--- config.mk ---
export PLATFORM = sky130hd
export DESIGN_NAME = irq_pending_reg
export DESIGN_NICKNAME = d
export VERILOG_FILES = /design/src/rtl/irq_pkg.sv /design/src/rtl/irq_unlock_ctrl.sv /design/src/rtl/irq_pend_bit.sv /design/src/rtl/irq_cfg_store.sv /design/src/rtl/irq_pending_reg.sv
export SDC_FILE = /design/constraint.sdc
export NUM_CORES = 1
export LEC_CHECK = 0
export BUFFER_PORTS_ARGS = -buffer_cell sky130_fd_sc_hd__buf_4
export CAP_MARGIN = 20
export CORE_MARGIN = 4
export CORE_UTILIZATION = 42
export CTS_CLUSTER_DIAMETER = 150
export CTS_CLUSTER_SIZE = 8
export DETAILED_ROUTE_END_ITERATION = 12
export GPL_TIMING_DRIVEN = 0
export PLACE_DENSITY = 0.82
export SYNTH_ARGS = -nofsm -noshare
export SYNTH_HDL_FRONTEND = slang
export SYNTH_SLANG_ARGS = --single-unit
--- constraint.sdc ---
create_clock -name clk -period 2.8 [get_ports clk]
set_input_delay 0.56 -clock clk [delete_from_list [all_inputs] [get_ports clk]]
set_output_delay 0.56 -clock clk [all_outputs]
set_load 0.01 [all_outputs]
--- src/rtl/irq_pkg.sv ---
// Package: shared constants for the interrupt request latch register.
// Assumes an 8-bit register file with the request register at one fixed address.
package irq_pkg;
    localparam int unsigned IRQ_SRC_N   = 6;
    localparam int unsigned IRQ_DATA_W  = 8;
    localparam int unsigned IRQ_ADDR_W  = 8;
    localparam logic [7:0]  IRQ_REG_ADR = 8'hFA;
endpackage

--- src/rtl/irq_unlock_ctrl.sv ---
// Module: irq_unlock_ctrl
// Keeps the one-way unlock flag and the global interrupt enable flag.
// Assumes ei_i and di_i are single-cycle strobes synchronous to clk.
module irq_unlock_ctrl (
    input  logic clk,
    input  logic rst_n,
    input  logic ei_i,
    input  logic di_i,
    output logic unlocked_o,
    output logic gie_o
);
    logic unlocked_q;
    logic gie_q;

    // Unlock flag: set by the first EI strobe, cleared only by reset.
    always_ff @(posedge clk) begin
        if (!rst_n)    unlocked_q <= 1'b0;
        else if (ei_i) unlocked_q <= 1'b1;
    end

    // Global enable: DI wins over EI when both arrive together.
    always_ff @(posedge clk) begin
        if (!rst_n)    gie_q <= 1'b0;
        else if (di_i) gie_q <= 1'b0;
        else if (ei_i) gie_q <= 1'b1;
    end

    assign unlocked_o = unlocked_q;
    assign gie_o      = gie_q;
endmodule

--- src/rtl/irq_pend_bit.sv ---
// Module: irq_pend_bit
// One pending flag. It is frozen while locked. Once unlocked, a request sets
// it and a CPU write loads it, with the request taking priority.
// Assumes req_i is a synchronized single-cycle pulse.
module irq_pend_bit (
    input  logic clk,
    input  logic rst_n,
    input  logic unlocked_i,
    input  logic req_i,
    input  logic wr_hit_i,
    input  logic wr_bit_i,
    output logic pend_o
);
    logic pend_q;

    // Pending flag update: request OR (written value or held value).
    always_ff @(posedge clk) begin
        if (!rst_n)          pend_q <= 1'b0;
        else if (unlocked_i) pend_q <= req_i | (wr_hit_i ? wr_bit_i : pend_q);
    end

    assign pend_o = pend_q;
endmodule

--- src/rtl/irq_cfg_store.sv ---
// Module: irq_cfg_store
// Plain CPU storage for the register's upper bits; requests never reach it.
// Assumes load_i already includes the unlock qualification.
module irq_cfg_store #(
    parameter int unsigned W = 2
) (
    input  logic         clk,
    input  logic         rst_n,
    input  logic         load_i,
    input  logic [W-1:0] data_i,
    output logic [W-1:0] q_o
);
    logic [W-1:0] q;

    // Storage update: load on qualified CPU write.
    always_ff @(posedge clk) begin
        if (!rst_n)      q <= '0;
        else if (load_i) q <= data_i;
    end

    assign q_o = q;
endmodule

--- src/rtl/irq_pending_reg.sv ---
// Module: irq_pending_reg (top)
// Interrupt request latch register at one register-file address. It is locked
// and cleared after reset and unlocked by the first EI strobe.
// Assumes request pulses are synchronized and one cycle wide.
module irq_pending_reg #(
    parameter int unsigned NUM_SRC  = irq_pkg::IRQ_SRC_N,
    parameter int unsigned DATA_W   = irq_pkg::IRQ_DATA_W,
    parameter int unsigned ADDR_W   = irq_pkg::IRQ_ADDR_W,
    parameter logic [ADDR_W-1:0] REG_ADDR = irq_pkg::IRQ_REG_ADR
) (
    input  logic               clk,
    input  logic               rst_n,
    input  logic [NUM_SRC-1:0] req_i,
    input  logic               ei_i,
    input  logic               di_i,
    input  logic               wr_en_i,
    input  logic [ADDR_W-1:0]  addr_i,
    input  logic [DATA_W-1:0]  wr_data_i,
    output logic [DATA_W-1:0]  rd_data_o,
    output logic [NUM_SRC-1:0] pending_o,
    output logic               global_en_o
);
    localparam int unsigned CFG_W = DATA_W - NUM_SRC;

    logic              unlocked_w;
    logic              addr_hit;
    logic              wr_hit;
    logic [DATA_W-1:0] reg_val;

    // Address decode for the single register.
    assign addr_hit = (addr_i == REG_ADDR);
    assign wr_hit   = wr_en_i && addr_hit;

    irq_unlock_ctrl u_ctrl (
        .clk        (clk),
        .rst_n      (rst_n),
        .ei_i       (ei_i),
        .di_i       (di_i),
        .unlocked_o (unlocked_w),
        .gie_o      (global_en_o)
    );

    // One pending cell per request source.
    for (genvar i = 0; i < NUM_SRC; i++) begin : g_bit
        irq_pend_bit u_bit (
            .clk        (clk),
            .rst_n      (rst_n),
            .unlocked_i (unlocked_w),
            .req_i      (req_i[i]),
            .wr_hit_i   (wr_hit),
            .wr_bit_i   (wr_data_i[i]),
            .pend_o     (pending_o[i])
        );
    end

    // Upper storage bits exist only when the data path is wider than the sources.
    if (CFG_W > 0) begin : g_cfg
        logic [CFG_W-1:0] cfg_q;
        irq_cfg_store #(.W(CFG_W)) u_cfg (
            .clk    (clk),
            .rst_n  (rst_n),
            .load_i (wr_hit && unlocked_w),
            .data_i (wr_data_i[DATA_W-1:NUM_SRC]),
            .q_o    (cfg_q)
        );
        assign reg_val = {cfg_q, pending_o};
    end else begin : g_nocfg
        assign reg_val = pending_o;
    end

    // Read mux: register contents at its address, zero elsewhere.
    assign rd_data_o = addr_hit ? reg_val : '0;
endmodule

# Word-level counts from Yosys, hierarchy flattened
# Index checks and enable logic that the tools add are counted.
# Widths: inputs -> output; s select.
[op_classes] n_eq_ne=1 muxes=7 n_bitwise=7 reduce_logical=3
[op_table] op="$eq 8x8->1 const B" n=1
[op_table] op="$mux 8" n=1
[op_table] op="$mux 1" n=6
[op_table] op="$or 1x1->1" n=6
[op_table] op="$logic_and 1x1->1" n=2
[op_table] op="$reduce_or 2->1" n=1
[op_table] op="$not 1->1" n=1
[word_totals] reg_bits=10 out_inout_bits=15 wordCells=27

# Longest topological paths before layout
[depth] depth_word=4 depth_mapped=4 mapped_depth_nobuf=3

# Cells and area by module
# From an unflattened synthesis, not the netlist that was laid out.
[hier_totals] hier_cells=57 area_unflattened_um2=569.3
[by_module_without_submodules] mod="irq_pend_bit" instances=6 cells_per_inst=4 area_each_um2=48.8 seq_area_each_um2=20.0
[by_module_without_submodules] mod="irq_pending_reg" instances=1 cells_per_inst=22 area_each_um2=140.1 seq_area_each_um2=0.0
[by_module_without_submodules] mod="irq_cfg_store" instances=1 cells_per_inst=6 area_each_um2=72.6 seq_area_each_um2=40.0
[by_module_without_submodules] mod="irq_unlock_ctrl" instances=1 cells_per_inst=5 area_each_um2=63.8 seq_area_each_um2=40.0

# Worst setup path after synthesis
# Ideal clock, no wire load.
[synth_path] path_kind="input-to-output" from="input port addr_i[0]" to="output port rd_data_o[0]" arrival_ns=1.164 path_slack_ns=1.076 stages=3 path_buffers=0 cell_sequence="nand4b_4 > nor2_1 > and2_1"
[synth_via] elab_chain_cells=2
[synth_rtl] item="start: declaration" line="irq_pending_reg.sv:17" rtl="input logic [ADDR_W-1:0] addr_i,"
[synth_rtl] item="$eq 8x8->1" line="irq_pending_reg.sv:31" rtl="assign addr_hit = (addr_i == REG_ADDR);"
[synth_rtl] item="$mux 8" line="irq_pending_reg.sv:72" rtl="assign rd_data_o = addr_hit ? reg_val : '0;"
[synth_rtl] item="end: declaration" line="irq_pending_reg.sv:19" rtl="output logic [DATA_W-1:0] rd_data_o,"
# No other way between the ends.

# Worst setup path in the final report
[layout_path] from="input port addr_i[0]" to="output port rd_data_o[6]"
# Same word-level chain as after synthesis.

==> metrics.cfg <==
[logic_synthesis]
yosysTopAreaCellShare_pct = 33.8
netlist_area_um2 = 592
synth_area_leaders = dfxtp_1 34%, mux2i_1 14%, and2_1 8.5%
ys_types = 14
avgSynthCellArea_um2 = 9.10
syn_inst = 65
synth_fp_nets = 92
yosysTopAreaCell = dfxtp_1
ys_ff_latch = 10
ys_seq_area_share_pct = 33.8
yosysWarnings = 0

[sta]
max_freq_mhz = 474
fin_crit_ns = 2.11
finClkSkew_ns = 0.000486
relSlewSlack_pct = 64.7
setup_viol = 0
maxSlewViolCount = 0
period_share_pct = 75.3
finalSetupTns_ns = 0
rsz0062_at_grt = no
worst_pin_slew_ns = 0.528
hold_viol = 0
hold_ws_ns = 0.452

[worst_setup_path]
worst-endpoint-arrival_ns = 1.55
cp_cell_sequence = buf_4 > nand4b_4 > nor2_1 > and2_1 > buf_4
cp.required_ns = 2.24
slowest_stage = nor2_1
path_class = input pin to output pin
cpMostUsedCell = buf_4
worstSetupEndpointType = output pin
cpPeakStageDelay_ns = 0.38
critical_path.max_fanout = 8
startpoint_type = input pin

[place]
dp_hpwl_um = 1260
io_buffers = 40
place_congestion = 0.611

[cts]
cts_tree = done
hold_buffers = 0
ctsResizeCount = 0
cts-buffers-inserted = 3
cts_root_buf = clkbuf_4
insertion_delay_ns = 0.26
post_cts_buffers = 0
clockBufferDepth = 2
cts_sinks = 10
htree_levels = 1
cts.clk_slew.worst_paths_ns = 0.07

[final_layout]
nFillCells = 113
flow.area_growth_from_synthesis_pct = 60.0
nNetsFinal = 137
final_util_pct = 71.9
drive_gt1_share_pct = 50.5
antennaDiodeCount = 0

[floorplanning]
die_y_um = 45.5
die_x_um = 45.5
die_area_um2 = 2070
core_um2 = 1320
initial_core_util_pct = 44.9
ios = 42
rows = 13

[pwr]
clkPwrFrac_pct = 36.0
total_power_uw = 364
p_sw_share_pct = 23.6
ir_drop_mv = 0.282
p_int_uw = 278
p_per_area_nw_per_um2 = 385
seqPwrFrac_pct = 42.2
p_switching_uw = 86.1
pwr-share-comb_pct = 21.8
p_leak_uw = 0.000510

[global_routing]
grt_pass1_vias = 576
grt_usage_pct = 15.4
grt.overflow.total = 0
grt_antenna_before_repair = 0
grt_max_degree = 11
grt_pass1_wl_um = 2330

[run_status]
status = finished, final reports clean

[route]
detail_route.wl_per_cell_um = 12.5
drc = 0
post_drt_via_cell_ratio = 4.77
vias = 591
detail-route-antenna-nets = 0
drtIter0Drc = 11
first_pass_iters = 4
finalWirelength_um = 1560

[job]
cap_violations = 0

[worst_hold_path]
min_path_type = input pin to flip-flop

## final cells by class
type                       count  area (µm²)  area share (%)
buffer                         9        58.8            6.21
clock buffer                   4        36.3            3.83
multi-input combinational     46         333            35.1
sequential                    10         200            21.1
tap                           15        18.8            1.98
timing repair buffer          40         300            31.7
## power by group through the flow
stage               Clock [µW]  Combinational, µW  Sequential (µW)
floorplan                    0               35.4              156
global placement             0               77.7              157
detailed placement           0               79.8              157
CTS                        133               80.3              154
global route               142               86.5              155
finish                     131               79.5              154
## synthesized netlist by cell type
master    count
o21a_1        1
nor3b_1       1
mux2i_1       8
buf_2         2
nor3_4        1
buf_4         6
clkbuf_1      1
and2_1        8
nor2_1        2
nand4b_4      2
dfxtp_1      10
o21ai_0       6
nand2_1      11
a21o_1        6
## cell families after synthesis
group                  synth area share, %
AOI/OAI and AO/OA                     14.0
buffers and inverters                 9.94
DFF                                   33.8
muxes                                 13.5
and+or+nand+nor                       28.8
## registers in the layout, summed over array words and instances (netlist names)
register            flops
u_ctrl.unlocked_o       1
g_bit.u_bit.pend_o      6
u_ctrl.gie_o            1
g_cfg.u_cfg.q_o         2
## placed cells by master (no fill, tap or decap), drive strengths merged
| cell type | synthesis | routed |
|---|---|---|
| o21ai | 6 | 6 |
| nor3 | 1 | 1 |
| o21a | 1 | 1 |
| buf | 8 | 48 |
| clkbuf | 1 | 5 |
| a21o | 6 | 6 |
| mux2i | 8 | 8 |
| nor2 | 2 | 2 |
| and2 | 8 | 8 |
| nand2 | 11 | 11 |
| nand4b | 2 | 2 |
| dfxtp | 10 | 10 |
| nor3b | 1 | 1 |
## worst max-delay path, delay by kind of cell
kind	cells	cell delay (ns)
buffers and inverters	2	0.23
and+or+nand+nor	3	0.76
## worst paths after layout
check / cells after the start / endpoint / slack [ns] / from
setup / recovery: 5 / rd_data_o[6] / 0.69 / addr_i[0]
hold / removal: 2 / u_ctrl.gie_o$_SDFFE_PP0P_ / 0.45 / di_i
hold reg to reg: 2 / g_cfg.u_cfg.q_o[0]$_SDFFE_PN0P_ / 0.46 / g_cfg.u_cfg.q_o[0]$_SDFFE_PN0P_
setup reg to reg: 4 / g_bit[2].u_bit.pend_o$_SDFFE_PN0P_ / 1.46 / u_ctrl.unlocked_o$_SDFFE_PN0P_
## metrics by stage
step / cell area (µm²) / instances / setup WS (ns)
after floorplan: 592 / 65 / 1.08
after global placement: 911 / 120 / 0.676
after detailed placement: 911 / 120 / 0.685
after CTS: 947 / 124 / 0.678
after global routing: 947 / 124 / 0.608
final: 947 / 124 / 0.691
## routing by layer
metal	part of all wire, %	track usage, %	up-vias
met3	6.9	3.56	2
met1	35	15.7	266
met5	0	0	-
met4	0.64	3.51	0
li1	-	-	302
met2	57	30.4	21
Power figures use the tool's default switching activity.
